<file path="src/rtl/spi_eng_pkg.sv">
package spi_eng_pkg;

    // Frozen mode bits, captured while the engine is disabled
    typedef struct packed {
        logic pol;
        logic pha;
        logic idle;
        logic msb;
        logic loop;
        logic tx_off;
        logic rx_off;
    } mode_t;

    localparam mode_t MODE_RESET = '0;

endpackage

</file>
<file path="src/rtl/spi_eng_baud.sv">
module spi_eng_baud #(
    parameter int BR_W = 16
) (
    input  logic            clk,
    input  logic            rst_n,
    input  logic            run,
    input  logic            restart,
    input  logic [BR_W-1:0] limit,
    output logic            tick
);

    typedef struct packed {
        logic [BR_W-1:0] cnt;
    } st_t;

    st_t st_d, st_q;

    assign tick = run && (st_q.cnt == limit);

    always_comb begin
        st_d = st_q;
        if (!run || restart || tick) begin
            st_d.cnt = '0;
        end else begin
            st_d.cnt = st_q.cnt + 1'b1;
        end
    end

    always_ff @(posedge clk or negedge rst_n) begin
        if (!rst_n) begin
            st_q <= '0;
        end else begin
            st_q <= st_d;
        end
    end

endmodule

</file>
<file path="src/rtl/spi_eng_shreg.sv">
module spi_eng_shreg #(
    parameter int DATA_W = 32,
    localparam int LEN_W = $clog2(DATA_W)
) (
    input  logic              clk,
    input  logic              rst_n,
    input  logic              load,
    input  logic [DATA_W-1:0] load_val,
    input  logic              shift,
    input  logic              in_bit,
    input  logic              msb,
    input  logic [LEN_W-1:0]  lm1,
    output logic              out_bit,
    output logic [DATA_W-1:0] word_next
);

    typedef struct packed {
        logic [DATA_W-1:0] sh;
    } st_t;

    st_t st_d, st_q;
    logic [DATA_W-1:0] mask;
    logic [DATA_W-1:0] shifted;

    assign mask    = {DATA_W{1'b1}} >> (LEN_W'(DATA_W - 1) - lm1);
    assign out_bit = msb ? st_q.sh[lm1] : st_q.sh[0];

    always_comb begin
        if (msb) begin
            shifted = {st_q.sh[DATA_W-2:0], in_bit};
        end else begin
            shifted      = st_q.sh >> 1;
            shifted[lm1] = in_bit;
        end
    end

    assign word_next = shifted & mask;

    always_comb begin
        st_d = st_q;
        if (load) begin
            st_d.sh = load_val & mask;
        end else if (shift) begin
            st_d.sh = word_next;
        end
    end

    always_ff @(posedge clk or negedge rst_n) begin
        if (!rst_n) begin
            st_q <= '0;
        end else begin
            st_q <= st_d;
        end
    end

endmodule

</file>
<file path="src/rtl/spi_shift_engine.sv">
module spi_shift_engine
    import spi_eng_pkg::*;
#(
    parameter int DATA_W = 32,
    parameter int BR_W   = 16,
    localparam int LEN_W = $clog2(DATA_W)
) (
    input  logic              clk,
    input  logic              rst_n,
    input  logic              en,
    input  logic [BR_W-1:0]   cfg_br,
    input  logic [LEN_W-1:0]  cfg_wlen,
    input  logic              cfg_pol,
    input  logic              cfg_pha,
    input  logic              cfg_idle,
    input  logic              cfg_msb,
    input  logic              cfg_loop,
    input  logic              cfg_tx_off,
    input  logic              cfg_rx_off,
    input  logic              tx_valid,
    input  logic [DATA_W-1:0] tx_data,
    output logic              tx_ready,
    input  logic              rx_req,
    output logic              rx_valid,
    output logic [DATA_W-1:0] rx_data,
    output logic              sclk,
    output logic              mosi,
    input  logic              miso,
    output logic              busy
);

    localparam int HALF_W = LEN_W + 1;

    typedef struct packed {
        logic [BR_W-1:0]   br;
        logic [LEN_W-1:0]  lm1;
        mode_t             mode;
        logic              act;
        logic [HALF_W-1:0] half;
        logic              samp;
        logic              rxv;
        logic [DATA_W-1:0] rxd;
    } st_t;

    localparam st_t ST_RESET = '{
        br:   '0,
        lm1:  LEN_W'(1),
        mode: MODE_RESET,
        act:  1'b0,
        half: '0,
        samp: 1'b0,
        rxv:  1'b0,
        rxd:  '0
    };

    st_t st_d, st_q;

    logic              tick;
    logic              last_half;
    logic              last_tick;
    logic              slot_free;
    logic              want;
    logic              start;
    logic              mosi_int;
    logic              rx_in;
    logic              sample_now;
    logic              shift_now;
    logic              sh_shift;
    logic              sh_in;
    logic              sh_out;
    logic [DATA_W-1:0] sh_word;
    logic [DATA_W-1:0] load_val;

    // Bit-rate generator: one tick per half-period
    spi_eng_baud #(
        .BR_W (BR_W)
    ) u_baud (
        .clk     (clk),
        .rst_n   (rst_n),
        .run     (st_q.act & en),
        .restart (start),
        .limit   (st_q.br),
        .tick    (tick)
    );

    // Single register serves both directions
    spi_eng_shreg #(
        .DATA_W (DATA_W)
    ) u_shreg (
        .clk       (clk),
        .rst_n     (rst_n),
        .load      (start),
        .load_val  (load_val),
        .shift     (sh_shift),
        .in_bit    (sh_in),
        .msb       (st_q.mode.msb),
        .lm1       (st_q.lm1),
        .out_bit   (sh_out),
        .word_next (sh_word)
    );

    // Word boundary and acceptance
    assign last_half = (st_q.half == {st_q.lm1, 1'b1});
    assign last_tick = tick & last_half;
    assign slot_free = en & (~st_q.act | last_tick);
    assign want      = st_q.mode.tx_off ? (~st_q.mode.rx_off & rx_req) : tx_valid;
    assign start     = slot_free & want;
    assign load_val  = st_q.mode.tx_off ? '0 : tx_data;

    // Serial data paths
    assign mosi_int  = st_q.act & ~st_q.mode.tx_off & sh_out;
    assign rx_in     = st_q.mode.loop ? mosi_int : miso;

    // Edge roles: pha=1 samples on even halves, pha=0 on odd halves
    assign sample_now = st_q.mode.pha ? ~st_q.half[0] : st_q.half[0];
    always_comb begin
        if (st_q.mode.pha) begin
            shift_now = st_q.half[0];
        end else if (st_q.half[0]) begin
            shift_now = last_half;
        end else begin
            shift_now = (st_q.half != '0);
        end
    end
    assign sh_shift = tick & shift_now;
    assign sh_in    = (last_half & ~st_q.mode.pha) ? rx_in : st_q.samp;

    always_comb begin
        st_d     = st_q;
        st_d.rxv = 1'b0;
        if (!en) begin
            st_d.br   = cfg_br;
            st_d.lm1  = (cfg_wlen == '0) ? LEN_W'(1) : cfg_wlen;
            st_d.mode = '{
                pol:    cfg_pol,
                pha:    cfg_pha,
                idle:   cfg_idle,
                msb:    cfg_msb,
                loop:   cfg_loop,
                tx_off: cfg_tx_off,
                rx_off: cfg_rx_off
            };
            st_d.act  = 1'b0;
            st_d.half = '0;
        end else begin
            if (tick) begin
                if (sample_now) begin
                    st_d.samp = rx_in;
                end
                if (last_half) begin
                    st_d.act  = 1'b0;
                    st_d.half = '0;
                    if (!st_q.mode.rx_off) begin
                        st_d.rxv = 1'b1;
                        st_d.rxd = sh_word;
                    end
                end else begin
                    st_d.half = st_q.half + 1'b1;
                end
            end
            if (start) begin
                st_d.act  = 1'b1;
                st_d.half = '0;
            end
        end
    end

    always_ff @(posedge clk or negedge rst_n) begin
        if (!rst_n) begin
            st_q <= ST_RESET;
        end else begin
            st_q <= st_d;
        end
    end

    assign tx_ready = en & ~st_q.mode.tx_off & (~st_q.act | last_tick);
    assign rx_valid = st_q.rxv;
    assign rx_data  = st_q.rxd;
    assign sclk     = st_q.act ? (st_q.mode.pol ^ st_q.half[0]) : st_q.mode.idle;
    assign mosi     = mosi_int;
    assign busy     = st_q.act;

endmodule

</file>
<file path="config.mk">
export PLATFORM = sky130hd
export DESIGN_NAME = spi_shift_engine
export DESIGN_NICKNAME = d
export VERILOG_FILES = /design/src/rtl/spi_eng_pkg.sv /design/src/rtl/spi_eng_baud.sv /design/src/rtl/spi_eng_shreg.sv /design/src/rtl/spi_shift_engine.sv
export SDC_FILE = /design/constraint.sdc
export NUM_CORES = 1
export LEC_CHECK = 0
export BUFFER_PORTS_ARGS = -buffer_cell sky130_fd_sc_hd__clkbuf_2
export CAP_MARGIN = 15
export CORE_AREA = 2 2 114 116
export DETAILED_ROUTE_END_ITERATION = 8
export DIE_AREA = 0 0 116 118
export GPL_TIMING_DRIVEN = 0
export PLACE_DENSITY = 0.8
export SLEW_MARGIN = 20
export SYNTH_ARGS = -nofsm -noshare
export SYNTH_HDL_FRONTEND = slang
export SYNTH_SLANG_ARGS = --single-unit
</file>
<file path="constraint.sdc">
create_clock -name clk -period 3.7 [get_ports clk]
set_input_delay 0.555 -clock clk [delete_from_list [all_inputs] [get_ports clk]]
set_output_delay 0.555 -clock clk [all_outputs]
set_load 0.01 [all_outputs]
</file>
==> impl_metrics.yaml, run 1 <==
clock_tree:
  ctsHtreeMaxLevel: 4
  numCtsBuffers: 17
  clockBufferDepth: 2
  clock-root-buffer: "clkbuf_16"
  clock_latency_ns: 0.43
  cts.clk_slew.worst_paths_ns: 0.06
  cts_sinks: 117
  cts_tree: "yes"
setup_path:
  path_max_fanout: 10
  path_buf_inv: 1
  worst_ep_required_time_ns: 4.07
  slowest_delay_ns: 0.63
  path_cells: "xor2_1, nor4_1, and4_1, nand4_1, a21oi_2, clkbuf_1, o311ai_1, nand2_1"
  worst_setup_path_start_kind: "register"
  critPathTopFamily: "simple AND/OR/NAND/NOR gates"
  worstPathArrival_ns: 3.88
  critical_path_class: "register to register"
  critPathSlowestCell: "a21oi_2"
  worstSetupEndpointType: "register"
floorplanning:
  num_io_pins: 103
  rows: 41
  start_util_pct: 57.2
  die-width_um: 116
  core-area_um2: 12400
  die-area_um2: 13700
  die_h_um: 118
finish:
  antenna_cells: 0
  syn2layout_area_growth_pct: 18.8
  fin_cells: 1028
  n_fill_cell: 992
  final_cell_mix: "116 x dfrtp_1, 100 x clkbuf_2, 77 x nand2_1"
  drive_above_1_share_pct: 30.1
  final_nets: 912
  layout.cells.most_common: "dfrtp_1"
timing:
  fin_skew_ns: 0.0113
  post-route-min-period_ns: 3.51
  hold_viol_final: 0
  fmax_ghz: 0.285
  worstMarginPinSlew_ns: 1.02
  relSlewSlack_pct: 31.9
  fin_tns_setup_ns: 0
  rsz0062_at_grt: "false"
  fin_crit_sh_pct: 94.8
  slew_viol_final: 0
  finalSetupViolations: 0
global_routing:
  grt_max_degree: 73
  grt_pass1_vias: 6877
  grt_overflow: 0
  grt_usage_pct: 37.9
  grt_pass1_wl_um: 38500
  antenna_found_initial: 0
synth:
  yosysTopAreaCellShare_pct: 40.9
  synth-async-reset-ratio_pct: 100
  seq_area_frac_synth_pct: 41.2
  ys_top_cells_by_area: "dfrtp_1 41%, mux2_2 6.7%, nand2_1 4.1%"
  synth-edff-count: 0
  syn_avg_cell_area_um2: 9.84
  syn-cell-area_um2: 7110
  yosys_warnings: 0
  synth_ff_type: "dfrtp_1"
  synth_nets: 791
  yosysTopAreaCell: "dfrtp_1"
  synth.distinct_cells: 78
  yosys_register_bits: 117
  syn_inst: 722
status:
  run_status: "complete, no violations"
route:
  drc: 0
  dr_total_vias: 6684
  dr.pass1.iters: 6
  wl_per_cell_um: 24.2
  vias_per_cell: 6.50
  wl_um: 24900
  drtAntennaViolNets: 0
  drtIter0Drc: 936
power:
  ir_worst_vdd_mv: 0.339
  total_power_mw: 3.84
  leakagePower_nw: 3.83
  power-per-cell-area_nw_per_um2: 455
placed_design:
  io_buffers: 101
  placed_cells: 996
  gp_congestion: 1.05
  dpl.hpwl_um: 17800
job:
  drv_cap: 0
worst_hold_path:
  hold_class: "primary input to asynchronous set/reset pin"
==> final timing paths <==
kind | start | end | slack (ns) | cells past startpoint
max in group asynchronous | rst_n | st_q[48] | 2.92 | 2
worst max register to register | u_baud.st_q[10] | u_shreg.st_q[16] | 0.19 | 8
worst max-delay path | u_baud.st_q[10] | u_shreg.st_q[16] | 0.19 | 8
worst min-delay path | rst_n | rx_data[5] | 0.07 | 1
worst min register to register | rx_data[15] | rx_data[15] | 0.48 | 1
min in group clk | tx_data[0] | u_shreg.st_q[0] | 0.35 | 3
==> registers in the layout, summed over array words and instances, names as in the netlist <==
signal	flops
busy	1
rx_data	32
rx_valid	1
st_q	35
u_baud.st_q	16
u_shreg.st_q	32
==> cell type report <==
type	instances	area (um^2)	share of cell area [%]
Multi-Input combinational cell	509	3620	42.9
Sequential cell	117	2930	34.7
Timing Repair Buffer	102	542	6.42
Buffer	81	498	5.90
Clock buffer	20	457	5.41
Tap cell	172	215	2.55
Clock inverter	12	118	1.39
Inverter	15	57.6	0.682
==> routing by layer <==
metal	GRT usage [%]	up-vias	routed length (um)
met5	0	-	0
met4	18.0	0	1260
met3	10.6	118	2570
met2	58.7	456	11700
met1	48.8	3229	9350
li1	-	2881	-
==> stage by stage <==
stage	hold slack (ns)	cell area (um^2)	util, %	setup slack [ns]
after floorplan	0.259	7110	-	1.12
after global placement	0.464	7830	63.0	0.207
after detailed placement	0.471	7860	63.3	0.145
after CTS	0.0692	8440	68.0	0.0203
after global routing	0.0855	8440	68.0	0.0955
final	0.0657	8440	68.0	0.192
==> cells by family after synthesis <==
| family | share of synthesized area (%) |
|---|---|
| xor gates and xnor gates | 5.18 |
| DFF | 41.2 |
| buffers and inverters | 7.82 |
| AOI/OAI and AO/OA | 18.6 |
| adders and majority gates | 0.528 |
| and+or+nand+nor | 17.0 |
| muxes | 9.65 |
==> power by group <==
group | switching [mW] | internal, mW | leakage [nW] | total, mW
registers | 0.133 | 1.38 | 1.54 | 1.51
logic | 0.441 | 0.280 | 2.03 | 0.721
clock network | 0.647 | 0.966 | 0.270 | 1.61
total | 1.22 | 2.62 | 3.83 | 3.84
==> repair_timing <==
item                                    4_1_cts  5_1_grt
buffers inserted                              0        0
hold buffers                                  0        0
endpoints found under the setup margin        0       10
resized for setup                             0        1
==> cells in the mapped netlist (15+ instances only) <==
master,number
buf_4,37
nand3_1,25
nand2_1,77
clkbuf_1,26
mux2_2,42
a21oi_1,25
dfrtp_1,116
a221o_1,15
o21ai_0,31
and3_1,22
xor2_1,30
nor2_1,51
(Power assumes the default switching activity.)
==> run 2: changes to the inputs <==
--- a/config.mk
+++ b/config.mk
@@ -7,12 +7,14 @@
 export LEC_CHECK = 0
 export BUFFER_PORTS_ARGS = -buffer_cell sky130_fd_sc_hd__clkbuf_2
 export CAP_MARGIN = 15
-export CORE_AREA = 2 2 114 116
+export CORE_AREA = 2 2 131 133
 export DETAILED_ROUTE_END_ITERATION = 8
-export DIE_AREA = 0 0 116 118
+export DIE_AREA = 0 0 133 135
 export GPL_TIMING_DRIVEN = 0
-export PLACE_DENSITY = 0.8
+export PLACE_DENSITY = 0.65
+export RECOVER_POWER = 50
 export SLEW_MARGIN = 20
 export SYNTH_ARGS = -nofsm -noshare
 export SYNTH_HDL_FRONTEND = slang
+export SYNTH_HIERARCHICAL = 1
 export SYNTH_SLANG_ARGS = --single-unit
==> run 2 against run 1 <==
  * The run now ends with max-capacitance violations, max-slew violations, negative setup slack left
  * Die area increased by 31%
  * First-iteration DRC count decreased by 32%
  * Routed wire length decreased by 4.3%
  * Critical path type unchanged
  * Critical endpoint is now rx_data[12]
  * Highest routed layer unchanged
==> impl_metrics.yaml, run 2 <==
status:
  run_status: "finished, violations left"
  violations: "max-capacitance violations, max-slew violations, negative setup slack"
global_routing:
  grt_pass1_vias: 6271
  grt_max_degree: 66
  antenna_found_initial: 0
  grt_pass1_wl_um: 36800
  grt_overflow: 0
  grt_usage_pct: 27.0
timing:
  fin_hold_ws_ns: 0.352
  rsz0062_at_grt: "true"
  slew_viol_final: 53
  post-route-min-period_ns: 3.86
  relSlewSlack_pct: -99.7
  worstMarginPinSlew_ns: 3.00
  hold_viol_final: 0
  setup_ws_ns: -0.163
  finalSetupViolations: 42
  fin_crit_sh_pct: 104
  fin_skew_ns: 0.0112
  fmax_ghz: 0.259
placed_design:
  io_buffers: 101
  placed_area_um2: 8240
  dpl.hpwl_um: 16900
  gp_congestion: 0.988
clock_tree:
  cts_tree: "yes"
  cts_sinks: 117
  ctsHtreeMaxLevel: 4
  numCtsBuffers: 17
  clock_latency_ns: 0.43
  cts.clk_slew.worst_paths_ns: 0.06
  clock-root-buffer: "clkbuf_16"
  clockBufferDepth: 2
  cts.hold.buffers_added: 0
synth:
  synth-async-reset-ratio_pct: 100
  yosys_register_bits: 117
  synthMostInstantiatedCell: "dfrtp_1"
  ys_top_cells_by_area: "dfrtp_1 39%, mux2_2 10%, buf_4 3.6%"
  synth_commonest_cells: "116 x dfrtp_1, 68 x mux2_2, 59 x nand2_1"
  yosysTopAreaCell: "dfrtp_1"
  syn_avg_cell_area_um2: 9.59
  yosys_warnings: 6
  seq_area_frac_synth_pct: 39.5
  syn-cell-area_um2: 7420
  synth.distinct_cells: 71
  synth_ff_type: "dfrtp_1"
  synth_nets: 843
  yosysTopAreaCellShare_pct: 39.1
  synth-edff-count: 0
  syn_inst: 774
setup_path:
  startpoint: "st_q[48]"
  worstSetupEndpointType: "register"
  worst_setup_path_start_kind: "register"
  worstPathArrival_ns: 4.18
  critical_path_class: "register to register"
  path_max_fanout: 7
  r2r-start: "st_q[48]"
  worst_ep_required_time_ns: 4.02
floorplanning:
  die_h_um: 135
  start_util_pct: 45.2
  rows: 47
  die-area_um2: 18000
  num_io_pins: 103
  core-area_um2: 16400
  die-width_um: 133
route:
  drtIter0Drc: 633
  wl_per_cell_um: 20.8
  vias_per_cell: 5.77
  dr_total_vias: 6595
  drtAntennaViolNets: 0
  drc: 0
  wl_um: 23800
  dr.pass1.iters: 6
finish:
  final_cell_mix: "114 x dfrtp_1, 110 x clkbuf_2, 56 x nand2_1"
  largest_reg_flops: 35
  layout.cells.most_common: "dfrtp_1"
  final_area_um2: 9420
  drive_above_1_share_pct: 38.2
  antenna_cells: 0
  regMostFlops: "st_q"
  final_nets: 979
  syn2layout_area_growth_pct: 26.9
worst_hold_path:
  hold_class: "primary input to register"
  min_from: "cfg_br[11]"
power:
  leakagePower_nw: 4.09
  power-per-cell-area_nw_per_um2: 436
  ir_worst_vdd_mv: 0.315
job:
  drv_cap: 1
-- run 2: changes by cell type in the layout (fill, tap and decap cells not counted), sizes merged, moves of 14 or more --
cell and change:
mux2 +26, a221o -15, nor2b +39, mux2i +19, and3 -14, xor2 -16, buf +16, nand2 -18
-- run 2: what timing repair did --
item                       CTS  global route
pin swaps                    5            24
gates cloned                 1             0
setup buffers               12             6
setup endpoints to repair   65            65
gates resized for setup     58            60
-- run 2: cell families after synthesis --
group,share of synthesized area [%]
fa+ha+maj,0.506
compound gates,15.4
flops,39.5
simple gates,17.4
xor+xnor,4.60
buf+inv,7.81
mux,14.8
-- run 2: path summary, 6_finish.rpt --
path                       slack, ns  depth (start not counted)     endpoint
max                            -0.16                         14  rx_data[12]
max reg2reg                    -0.16                         14  rx_data[12]
max in group asynchronous       0.90                          1   rx_data[9]
min in group asynchronous       1.09                          1     st_q[54]
min reg2reg                     0.50                          1  rx_data[15]
min                             0.35                          2     st_q[64]
-- run 2: cell type report --
type / count / area [um^2]
multi-input cells: 551 / 4280
flip-flops and latches: 117 / 2930
clock buffers: 17 / 425
inverters: 19 / 71.3
fillers: 1475 / 6990
repair buffers: 120 / 683
clock inverters: 15 / 156
plain buffers: 84 / 597
well taps: 220 / 275
-- run 2: power by group --
part | leakage, nW | switching [mW] | internal [mW] | total [mW]
Sequential | 1.53 | 0.132 | 1.39 | 1.52
Combinational | 2.27 | 0.531 | 0.411 | 0.942
Clock | 0.284 | 0.689 | 0.953 | 1.64
Total | 4.09 | 1.35 | 2.75 | 4.11
-- run 2: critical path: stages, from the launching register on --
cell	delay [ns]
dfstp_2	0.61
buf_6	0.15
buf_12	0.13
mux4_2	0.52
o2111ai_2	0.22
a41oi_2	0.20
nor3b_2	0.22
mux2_4	0.29
mux2_4	0.30
clkbuf_16	0.17
clkbuf_16	0.16
mux2_4	0.27
mux2i_2	0.17
nor2_1	0.06
mux2_2	0.26
-- run 2: through the flow --
| stage | util (%) | setup slack [ns] | setup TNS, ns | power [mW] | instances |
|---|---|---|---|---|---|
| 2_1_floorplan | - | 0.0161 | 0 | 2.03 | 774 |
| 3_3_place_gp | 50.0 | -1.23 | -55.64 | 2.32 | 1095 |
| 3_5_place_dp | 50.2 | -1.14 | -51.18 | 2.33 | 1096 |
| 4_1_cts | 55.7 | -0.108 | -0.672 | 4.05 | 1139 |
| 5_1_grt | 57.4 | -0.262 | -6.99 | 4.28 | 1143 |
| 6_report | 57.4 | -0.163 | -2.78 | 4.11 | 1143 |
-- run 2: per-layer routing --
| layer | share of wire [%] | wire [um] | GRT usage, % |
|---|---|---|---|
| met1 | 45 | 10600 | 37.7 |
| met2 | 45 | 10700 | 40.9 |
| met3 | 7.9 | 1890 | 6.79 |
| met4 | 2.5 | 601 | 9.38 |
| met5 | 0 | 0 | 0 |
